`src/rtl/dmahs_pkg.sv`:
```
package dmahs_pkg;

    // Result of access steering for one channel
    typedef struct packed {
        logic hit;      // access is routed to this FIFO
        logic acked;    // routing came from the acknowledge line
    } steer_t;

    // Early-withdrawal hold state of one request line
    typedef enum logic {
        CH_OPEN = 1'b0,
        CH_HELD = 1'b1
    } hold_e;

    // Registered outputs of one channel
    typedef struct packed {
        logic dreq;
        logic xfer;
        logic err;
    } chan_out_t;

    // A transfer is possible at this level
    function automatic logic lvl_avail(input bit is_tx, input int unsigned cnt,
                                       input int unsigned depth);
        return is_tx ? (cnt < depth) : (cnt != 0);
    endfunction

    // The coming transfer is the one that empties or fills the FIFO
    function automatic logic lvl_last(input bit is_tx, input int unsigned cnt,
                                      input int unsigned depth);
        return is_tx ? (cnt == depth - 1) : (cnt == 1);
    endfunction

endpackage

```
`src/rtl/dmahs_steer.sv`:
```
module dmahs_steer
    import dmahs_pkg::*;
#(
    parameter int ADDR_W  = 6,
    parameter int RX_ADDR = 16,
    parameter int TX_ADDR = 17
) (
    input  logic              bus_rd,
    input  logic              bus_wr,
    input  logic              cs_ok,
    input  logic [ADDR_W-1:0] addr,
    input  logic              rx_ack_n,
    input  logic              tx_ack_n,
    output steer_t            rx_st,
    output steer_t            tx_st
);
    localparam logic [ADDR_W-1:0] RX_A = ADDR_W'(RX_ADDR);
    localparam logic [ADDR_W-1:0] TX_A = ADDR_W'(TX_ADDR);

    logic rx_dec, tx_dec;

    always_comb begin
        rx_dec      = cs_ok && (addr == RX_A);
        tx_dec      = cs_ok && (addr == TX_A);
        // acknowledge takes precedence and bypasses decode entirely
        rx_st.acked = bus_rd && !rx_ack_n;
        tx_st.acked = bus_wr && !tx_ack_n;
        rx_st.hit   = rx_st.acked || (bus_rd && rx_dec);
        tx_st.hit   = tx_st.acked || (bus_wr && tx_dec);
    end
endmodule

```
`src/rtl/dmahs_chan.sv`:
```
module dmahs_chan
    import dmahs_pkg::*;
#(
    parameter int DEPTH = 16,
    parameter int CNT_W = 5,
    parameter bit IS_TX = 1'b0
) (
    input  logic             clk,
    input  logic             rst,
    input  logic [CNT_W-1:0] level,
    input  logic             strobe,
    input  logic             bus_start,
    input  steer_t           st,
    output chan_out_t        q
);
    hold_e     hold_q, hold_d;
    chan_out_t q_d;
    logic      avail, last, go;

    always_comb begin
        avail = lvl_avail(IS_TX, 32'(level), DEPTH);
        last  = lvl_last(IS_TX, 32'(level), DEPTH);
        go    = bus_start && st.hit;

        // hold the request low from the start of the final transfer
        // until its strobe is released
        if ((go && last) || (hold_q == CH_HELD && strobe))
            hold_d = CH_HELD;
        else
            hold_d = CH_OPEN;

        q_d.dreq = avail && (hold_d == CH_OPEN);
        q_d.xfer = go && avail;
        q_d.err  = q.err || (bus_start && st.acked && !avail);
    end

    always_ff @(posedge clk) begin
        if (rst) begin
            hold_q <= CH_OPEN;
            q      <= '0;
        end else begin
            hold_q <= hold_d;
            q      <= q_d;
        end
    end
endmodule

```
`src/rtl/fifo_dma_handshake.sv`:
```
module fifo_dma_handshake
    import dmahs_pkg::*;
#(
    parameter int DEPTH   = 16,
    parameter int ADDR_W  = 6,
    parameter int RX_ADDR = 16,
    parameter int TX_ADDR = 17,
    localparam int CNT_W  = $clog2(DEPTH + 1)
) (
    input  logic              clk,
    input  logic              rst,
    input  logic [CNT_W-1:0]  rx_level,
    input  logic [CNT_W-1:0]  tx_level,
    input  logic              bus_rd,
    input  logic              bus_wr,
    input  logic              bus_start,
    input  logic              cs_ok,
    input  logic [ADDR_W-1:0] addr,
    input  logic              rx_ack_n,
    input  logic              tx_ack_n,
    output logic              rx_dreq,
    output logic              tx_dreq,
    output logic              rx_pop,
    output logic              tx_push,
    output logic              rx_err,
    output logic              tx_err
);
    steer_t    st   [2];
    chan_out_t cq   [2];
    logic [CNT_W-1:0] lvl [2];
    logic      strb [2];

    assign lvl[0]  = rx_level;
    assign lvl[1]  = tx_level;
    assign strb[0] = bus_rd;
    assign strb[1] = bus_wr;

    dmahs_steer #(
        .ADDR_W (ADDR_W),
        .RX_ADDR(RX_ADDR),
        .TX_ADDR(TX_ADDR)
    ) u_steer (
        .bus_rd  (bus_rd),
        .bus_wr  (bus_wr),
        .cs_ok   (cs_ok),
        .addr    (addr),
        .rx_ack_n(rx_ack_n),
        .tx_ack_n(tx_ack_n),
        .rx_st   (st[0]),
        .tx_st   (st[1])
    );

    for (genvar c = 0; c < 2; c++) begin : g_chan
        dmahs_chan #(
            .DEPTH(DEPTH),
            .CNT_W(CNT_W),
            .IS_TX(c == 1)
        ) u_chan (
            .clk      (clk),
            .rst      (rst),
            .level    (lvl[c]),
            .strobe   (strb[c]),
            .bus_start(bus_start),
            .st       (st[c]),
            .q        (cq[c])
        );
    end

    assign rx_dreq = cq[0].dreq;
    assign rx_pop  = cq[0].xfer;
    assign rx_err  = cq[0].err;
    assign tx_dreq = cq[1].dreq;
    assign tx_push = cq[1].xfer;
    assign tx_err  = cq[1].err;
endmodule

```
`config.mk`:
```
export PLATFORM = sky130hd
export DESIGN_NAME = fifo_dma_handshake
export DESIGN_NICKNAME = d
export VERILOG_FILES = /design/src/rtl/dmahs_pkg.sv /design/src/rtl/dmahs_steer.sv /design/src/rtl/dmahs_chan.sv /design/src/rtl/fifo_dma_handshake.sv
export SDC_FILE = /design/constraint.sdc
export NUM_CORES = 1
export LEC_CHECK = 0
export ABC_AREA = 0
export BUFFER_PORTS_ARGS = -buffer_cell sky130_fd_sc_hd__buf_2
export CORE_AREA = 2 2 39 41
export CTS_CLUSTER_SIZE = 16
export DETAILED_ROUTE_END_ITERATION = 10
export DIE_AREA = 0 0 41 43
export PLACE_DENSITY = 0.64
export SLEW_MARGIN = 30
export SYNTH_ARGS = -nofsm -noshare
export SYNTH_HDL_FRONTEND = slang
export SYNTH_SLANG_ARGS = --single-unit
```
`constraint.sdc`:
```
create_clock -name clk -period 0.9 [get_ports clk]
set_input_delay 0.135 -clock clk [delete_from_list [all_inputs] [get_ports clk]]
set_output_delay 0.135 -clock clk [all_outputs]
set_load 0.02 [all_outputs]
```
==> reports/qor.txt, run 1 <==
Routed WL per cell = 10.3 um
Vias in the first global route = 405
Crit path kind = reg2out
Max Clk Rate = 1160 MHz
Clock Tree Buf Depth = 2
First-pass GRT wire length = 1.55 mm
Net Sw Frac = 24.5%
Syn_area_per_cell = 9.46 um^2
Crit end category = output pin
Max Slew Vio Count = 0
Final Core Density = 43.4%
GRT busiest layer = met2
Post-synth EDFFs = 0
Setup Total Neg Slack = 0 ps
DRC errors left = 0
Clock power frac = 35.0%
Synth top area share = 41.3%
Largest area contributor in the netlist = dfxtp_1
Die area = 1760 um^2
Synthesized netlist cell count = 41
P_int = 0.587 mW
Slowest stage delay, CP = 340 ps
Reg-to-Reg Start = g_chan[1].u_chan.hold_q$_SDFF_PP0_
Layout cell share with drive strength beyond 1 = 52.0%
FF-to-FF path depth = 3
WP data arrival = 730 ps
Max FO, Critical Path = 2
Antenna cells = 0
CTS Buf Count = 3
Initial antenna violation count = 0
Seq pwr share = 47.2%
Ranking of synthesized cells by area = dfxtp_1 (41%), nor4_4 (5.5%), and3b_1 (4.5%), a211oi_1 (3.9%), a221oi_2 (3.9%)
CTS Hold Bufs = 0
Met2 Resource Use GR = 17.8%
Final WS setup = 38.7 ps
Worst hold path depth = 2
Vias per Instance = 4.90
CTS root buffer = clkbuf_4
GR Util met1 = 17.0%
Run status = completed
Port buffer count = 29
Area of the multi-input gates = 225 um^2
Worst Skew = 6.38 ps
Peak supply drop = 426 uV
Row count = 14
Worst Path Buf+Inv = 1
Power Dens Cells = 1300 nW/um^2
Synth Cell Area = 388 um^2
Crit path cell chain = buf_4
Sequential share of the synthesized area = 41.3%
Skew-Pair Late Insertion Delay = 250 ps
Initial DRC Count = 3
Inst Count DP = 88
Number of synthesized register bits = 8
Largest net degree at the start of global routing = 7
Worst relative slew slack = 81.2%
FF-to-FF setup slack = 90 ps
Req. time, crit path = 760 ps
Gr ovfl total = 0
GRT met3 Usage = 3.66%
Top FF cell, synth = dfxtp_1
Final WL = 941 um
Hold_sp = tx_level[4]
Delay-heaviest family, CP = flip-flops
Final setup viols = 0
CTS clock-pin slew for the worst setup and hold paths = 60 ps
Final instance area = 601 um^2
Crit-path slowest cell = dfxtp_1
Hpwl dp = 807 um
Final std cells w/o fill = 91
LEAKAGE = 0.284 nW
Seq. cell area = 160 um^2
Synth top cells by count = dfxtp_1 (8), nand2_1 (3), nor2_1 (3)
Synth-to-layout area growth = 54.8%
Chip width = 41 um
NetSw = 0.191 mW
Post-layout min period = 861 ps
Comb power frac = 17.8%
Area post-placement = 568 um^2
Tot GR Track Use = 13.0%
H-Tree Depth = 1
Die Span Y = 43 um
Most frequent cell after synthesis = dfxtp_1
Final Wtd Congestion = 0.797
NumNets Final = 101
Final critical-path share of the clock period = 95.7%
Fin. Hold Viols = 0
Final ANT Viol Nets = 0
Clock sink count = 8
Crit path launch type = flip-flop
Slew of the pin with the lowest slew margin = 281 ps
Max-cap viol count = 0
Hold WC Path Type = in2reg
Post-Place Worst Slack = -137 ps
TritonCTS clock tree = done
Num ports = 30
Core area = 1380 um^2
Filler Cell Count = 147
Initial core utilization = 28.0%
Post-Syn Nets = 65
Detailed Routing Iterations Pass 1 = 3
Distinct cells, synth = 22
FF-to-FF End = g_chan[1].u_chan.hold_q$_SDFF_PP0_
WHS Endpoint = g_chan[1].u_chan.q[1]$_SDFF_PP0_
Async S/R FF share, synth = 0%
RSZ-0062 raised after global routing = yes
Synth warnings = 0
DR vias = 446
## registers in the layout, indices dropped and copies added (netlist names)
name / count
g_chan.u_chan.hold_q: 2
g_chan.u_chan.q: 6
## per-stage QoR
| stage | hold slack [ps] | total power [mW] |
|---|---|---|
| 6_report | 123 | 0.778 |
| 5_1_grt | 121 | 0.830 |
| 4_1_cts | 107 | 0.797 |
| 3_5_place_dp | 382 | 0.512 |
| 3_3_place_gp | 388 | 0.510 |
| 2_1_floorplan | 201 | 0.425 |
## worst max-delay path by stage
stage                                                  start                            endpoint  slack [ps]  cells after the start
after detailed placement                         rx_level[1]  g_chan[0].u_chan.hold_q$_SDFF_PP0_        -140                      4
after CTS                   g_chan[0].u_chan.q[0]$_SDFF_PP0_                              rx_err          10                      1
final                       g_chan[0].u_chan.q[0]$_SDFF_PP0_                              rx_err          40                      1
after floorplan                                  rx_level[1]    g_chan[0].u_chan.q[2]$_SDFF_PP0_          50                      3
after global placement                           rx_level[1]  g_chan[0].u_chan.hold_q$_SDFF_PP0_        -140                      4
after global routing      g_chan[1].u_chan.hold_q$_SDFF_PP0_  g_chan[1].u_chan.hold_q$_SDFF_PP0_         -30                      3
## power groups by stage
stage                     combinational (mW)  sequential (mW)  clock, mW
after floorplan                       0.0361            0.389          0
after global placement                 0.135            0.375          0
after detailed placement               0.137            0.375          0
after CTS                              0.138            0.367      0.292
after global routing                   0.155            0.369      0.306
final                                  0.139            0.367      0.272
## layout by cell type, fill, tap and decap left out, types with 2 or more instances in the layout
master,instances
buf_2,27
dfxtp_1,8
buf_4,4
nor2_1,3
nand2_1,3
clkbuf_4,3
and3_1,2
nand3_1,2
o21ai_0,2
and3b_1,2
a21oi_1,2
inv_1,2
a31oi_1,2
## per-layer routing
| metal | vias to the layer above | routed length [um] |
|---|---|---|
| li1 | 231 | - |
| met1 | 195 | 405 |
| met2 | 18 | 447 |
| met3 | 2 | 76 |
| met4 | 0 | 12 |
| met5 | - | 0 |
## cell families (layout without fill, tap and decap cells)
group / Yosys count / count (layout) / synth area share [%]
flops: 8 / 8 / 41.3
simple gates: 18 / 18 / 31.6
compound gates: 13 / 13 / 25.2
buf+inv: 2 / 36 / 1.94
## what timing repair did
action,4_1_cts,5_1_grt
resized for setup,0,3
buffers inserted,0,0
endpoints found under the setup margin,0,3
## layout make-up
type                       count  area share, %
inverter                       2           1.25
timing repair buffer          31           27.5
sequential                     8           26.7
multi-input combinational     31           37.5
clock buffer                   3           3.75
tap                           16           3.33
Note: power is estimated with default switching activity, not from simulation.
==> inputs of run 2 (changes only) <==
- PLACE_DENSITY: 0.64 -> 0.63
- SYNTH_HIERARCHICAL: unset -> 1
==> run 2 against run 1 <==
The flow now finishes with violations (negative setup slack). Routed wire length grew 10%. Power grew 1.1%. Cell area grew 4.8%. Synthesized cell count shrank 9.8%. Sequential cell count is the same. Clock skew shrank 6.3 ps. Maximum frequency shrank 24%. Sequential power is essentially flat. Worst setup slack lost 280 ps. Critical endpoint is now g_chan[1].u_chan/q[2]$_SDFF_PP0_. Highest routed layer unchanged.
==> reports/qor.txt, run 2 <==
Run status = finished, violations left
Failing checks = negative setup slack
Hpwl dp = 818 um (+1.4%)
Final instance area = 629 um^2 (+4.8%)
NetSw = 0.188 mW (-1.4%)
Seq pwr share = 46.5% (-0.7 points)
Crit-path slowest cell = or4_4
Ranking of synthesized cells by area = dfxtp_1 (43%), nand4b_1 (7.0%), or4_4 (6.0%), o41ai_2 (4.4%), o21bai_1 (4.0%)
Number of synthesized register bits = 8 (unchanged)
Async S/R FF share, synth = 0% (unchanged)
P_int = 0.599 mW (+1.9%)
Core area = 1380 um^2 (unchanged)
Peak supply drop = 365 uV (-14%)
Final WL = 1.04 mm (+10%)
Chip width = 41 um (unchanged)
TritonCTS clock tree = done
Fin. Hold Viols = 0 (unchanged)
CTS root buffer = clkbuf_4
Syn_area_per_cell = 10.1 um^2 (+6.5%)
H-Tree Depth = 1 (unchanged)
Initial core utilization = 26.9% (-1.1 points)
Req. time, crit path = 1040 ps (+280 ps)
Final ANT Viol Nets = 0 (unchanged)
Distinct cells, synth = 21 (-4.5%)
Layout cell share with drive strength beyond 1 = 60.3% (+8.3 points)
Commonest non-fill, non-tap cell in the layout = buf_2
DRC errors left = 0 (unchanged)
CTS Hold Bufs = 0 (unchanged)
Synth top cells by count = dfxtp_1 (8), nand4b_1 (3)
RSZ-0062 raised after global routing = yes
Synth top area share = 43.0% (+1.7 points)
Filler Cell Count = 147 (unchanged)
FF-to-FF End = g_chan[0].u_chan/q[2]$_SDFF_PP0_
Crit end category = flip-flop
Max Slew Vio Count = 0 (unchanged)
Vias in the first global route = 375 (-7.4%)
Worst hold path depth = 3 (+1)
Port buffer count = 29 (unchanged)
Routed WL per cell = 11.6 um (+12%)
Num ports = 30 (unchanged)
Final std cells w/o fill = 89 (-2.2%)
Final setup viols = 5 (+5)
Net Sw Frac = 23.9% (-0.61 points)
Die area = 1760 um^2 (unchanged)
Largest register FFs = 6 (unchanged)
Worst Skew = 0.0890 ps (-6.30 ps)
Largest area contributor in the netlist = dfxtp_1
Crit path kind = in2reg
Crit path cell chain = buf_6 -> or4_4 -> o21bai_4 -> nand4b_1 -> o211a_1
Post-Syn Nets = 61 (-6.2%)
Synth-to-layout area growth = 68.8%
Antenna cells = 0 (unchanged)
Clock sink count = 8 (unchanged)
Slowest stage delay, CP = 550 ps (+210 ps)
CTS clock-pin slew for the worst setup and hold paths = 60 ps (about the same)
Detailed Routing Iterations Pass 1 = 3 (unchanged)
Comb power frac = 19.5% (+1.7 points)
Synth warnings = 6 (+6)
Clock power frac = 34.0% (-1.0 points)
DR vias = 433 (-2.9%)
Max Clk Rate = 877 MHz (-24%)
Largest net degree at the start of global routing = 10 (+3)
Row count = 14 (unchanged)
Post-synth EDFFs = 0 (unchanged)
Max FO, Critical Path = 2 (unchanged)
Sequential share of the synthesized area = 43.0% (+1.7 points)
Final Power = 0.787 mW (+1.1%)
CTS Buf Count = 3 (unchanged)
LEAKAGE = 0.297 nW (+4.7%)
FF-to-FF setup slack = 260 ps (+170 ps)
Crit path launch type = primary input
First-pass GRT wire length = 1.35 mm (-13%)
Area post-placement = 574 um^2 (+1.1%)
Power Dens Cells = 1250 nW/um^2 (-3.5%)
Hold WC Path Type = in2reg
Inst Count DP = 86 (-2.3%)
Tot GR Track Use = 11.6% (-1.4 points)
Synth Cell Area = 373 um^2 (-3.9%)
Clock Tree Buf Depth = 2 (unchanged)
Final Core Density = 45.5% (+2.1 points)
Most frequent cell after synthesis = dfxtp_1
Synthesized netlist cell count = 37 (-9.8%)
Slew of the pin with the lowest slew margin = 244 ps (-36.6 ps)
Reg-to-Reg Start = g_chan[0].u_chan/hold_q$_SDFF_PP0_
Final WS setup = -240 ps (-279 ps)
WP data arrival = 1280 ps (+550 ps)
Reg with most FFs = g_chan.u_chan/q
Largest regs = g_chan.u_chan/q x6, g_chan.u_chan/hold_q x2
Die Span Y = 43 um (unchanged)
Initial DRC Count = 3 (unchanged)
Commonest cells after routing, fill and taps aside = buf_2 (26), dfxtp_1 (7), buf_4 (5)
Final critical-path share of the clock period = 127% (+31 points)
Max-cap viol count = 0 (unchanged)
Skew-Pair Late Insertion Delay = 250 ps (about the same)
Post-Place Worst Slack = -493 ps (-356 ps)
Worst relative slew slack = 83.6% (+2.4 points)
Hold_sp = rx_level[0]
Top FF cell, synth = dfxtp_1
FF-to-FF path depth = 1 (-2)
Vias per Instance = 4.87 (-0.73%)
NumNets Final = 99 (-2.0%)
Gr ovfl total = 0 (unchanged)
WHS Endpoint = g_chan[0].u_chan/q[0]$_SDFF_PP0_
Final Wtd Congestion = 0.625 (-22%)
Initial antenna violation count = 0 (unchanged)
Post-layout min period = 1140 ps (+279 ps)
run 2: changes by cell type in the layout (fill, tap and decap cells not counted), sizes merged, moves of 2 or more:
cell    previous run  this run
nand4b             0         3
o21ai              2         0
a21oi              2         0
o21bai             0         2
or4                0         2
buf               31        33
nand2              4         2
and3b              2         0
o22ai              0         2
run 2: cells by family after synthesis:
group / share of synthesized area (%)
simple gates: 31.9
flops: 43.0
buf+inv: 2.01
compound gates: 23.2
run 2: what timing repair did:
action / CTS / global route
setup endpoints to repair: 5 / 8
gates resized for setup: 2 / 5
pin swaps: 2 / 3
setup buffers: 0 / 0
run 2: layer usage:
| layer | vias to the layer above | wire, um | GRT usage [%] |
|---|---|---|---|
| met2 | 19 | 486 | 17.5 |
| met3 | 2 | 82 | 1.57 |
| li1 | 223 | - | - |
| met1 | 189 | 450 | 12.3 |
| met4 | 0 | 14 | 12.0 |
| met5 | - | 0 | 0 |
run 2: worst max-delay path, delay by kind of cell:
family / cells / cell delay, ps
AO/OA/AOI/OAI: 2 / 370
buffers and inverters: 1 / 90
AND/OR/NAND/NOR: 2 / 680
run 2: metrics by stage:
step           hold slack [ps]  TNS (ps)
4_1_cts                    164      -710
2_1_floorplan              201     -1340
3_3_place_gp               412     -2410
5_1_grt                    178     -1080
6_report                   167      -824
3_5_place_dp               425     -2480
run 2: worst max-delay path by stage:
stage,from,end,slack [ps]
final,addr[1],g_chan[1].u_chan/q[2]$_SDFF_PP0_,-240
after global routing,addr[1],g_chan[1].u_chan/q[2]$_SDFF_PP0_,-300
after CTS,addr[1],g_chan[1].u_chan/q[2]$_SDFF_PP0_,-220
after detailed placement,addr[1],g_chan[1].u_chan/q[2]$_SDFF_PP0_,-490
after global placement,addr[1],g_chan[1].u_chan/q[2]$_SDFF_PP0_,-470
after floorplan,addr[1],g_chan[1].u_chan/q[2]$_SDFF_PP0_,-330
run 2: final cells by class:
type,count,area [um^2],area share (%)
Clock buffer,3,22.5,3.58
Inverter,2,7.51,1.19
Tap cell,16,20.0,3.18
Sequential cell,8,161,25.6
Multi-Input combinational cell,27,228,36.2
Timing Repair Buffer,33,190,30.2
run 2: power by group through the flow:
stage                     Clock (mW)  Combinational, mW  Sequential (mW)
after floorplan                    0             0.0379            0.385
after global placement             0              0.141            0.373
after detailed placement           0              0.142            0.373
after CTS                      0.286              0.147            0.366
after global routing           0.299              0.166            0.366
final                          0.268              0.153            0.366
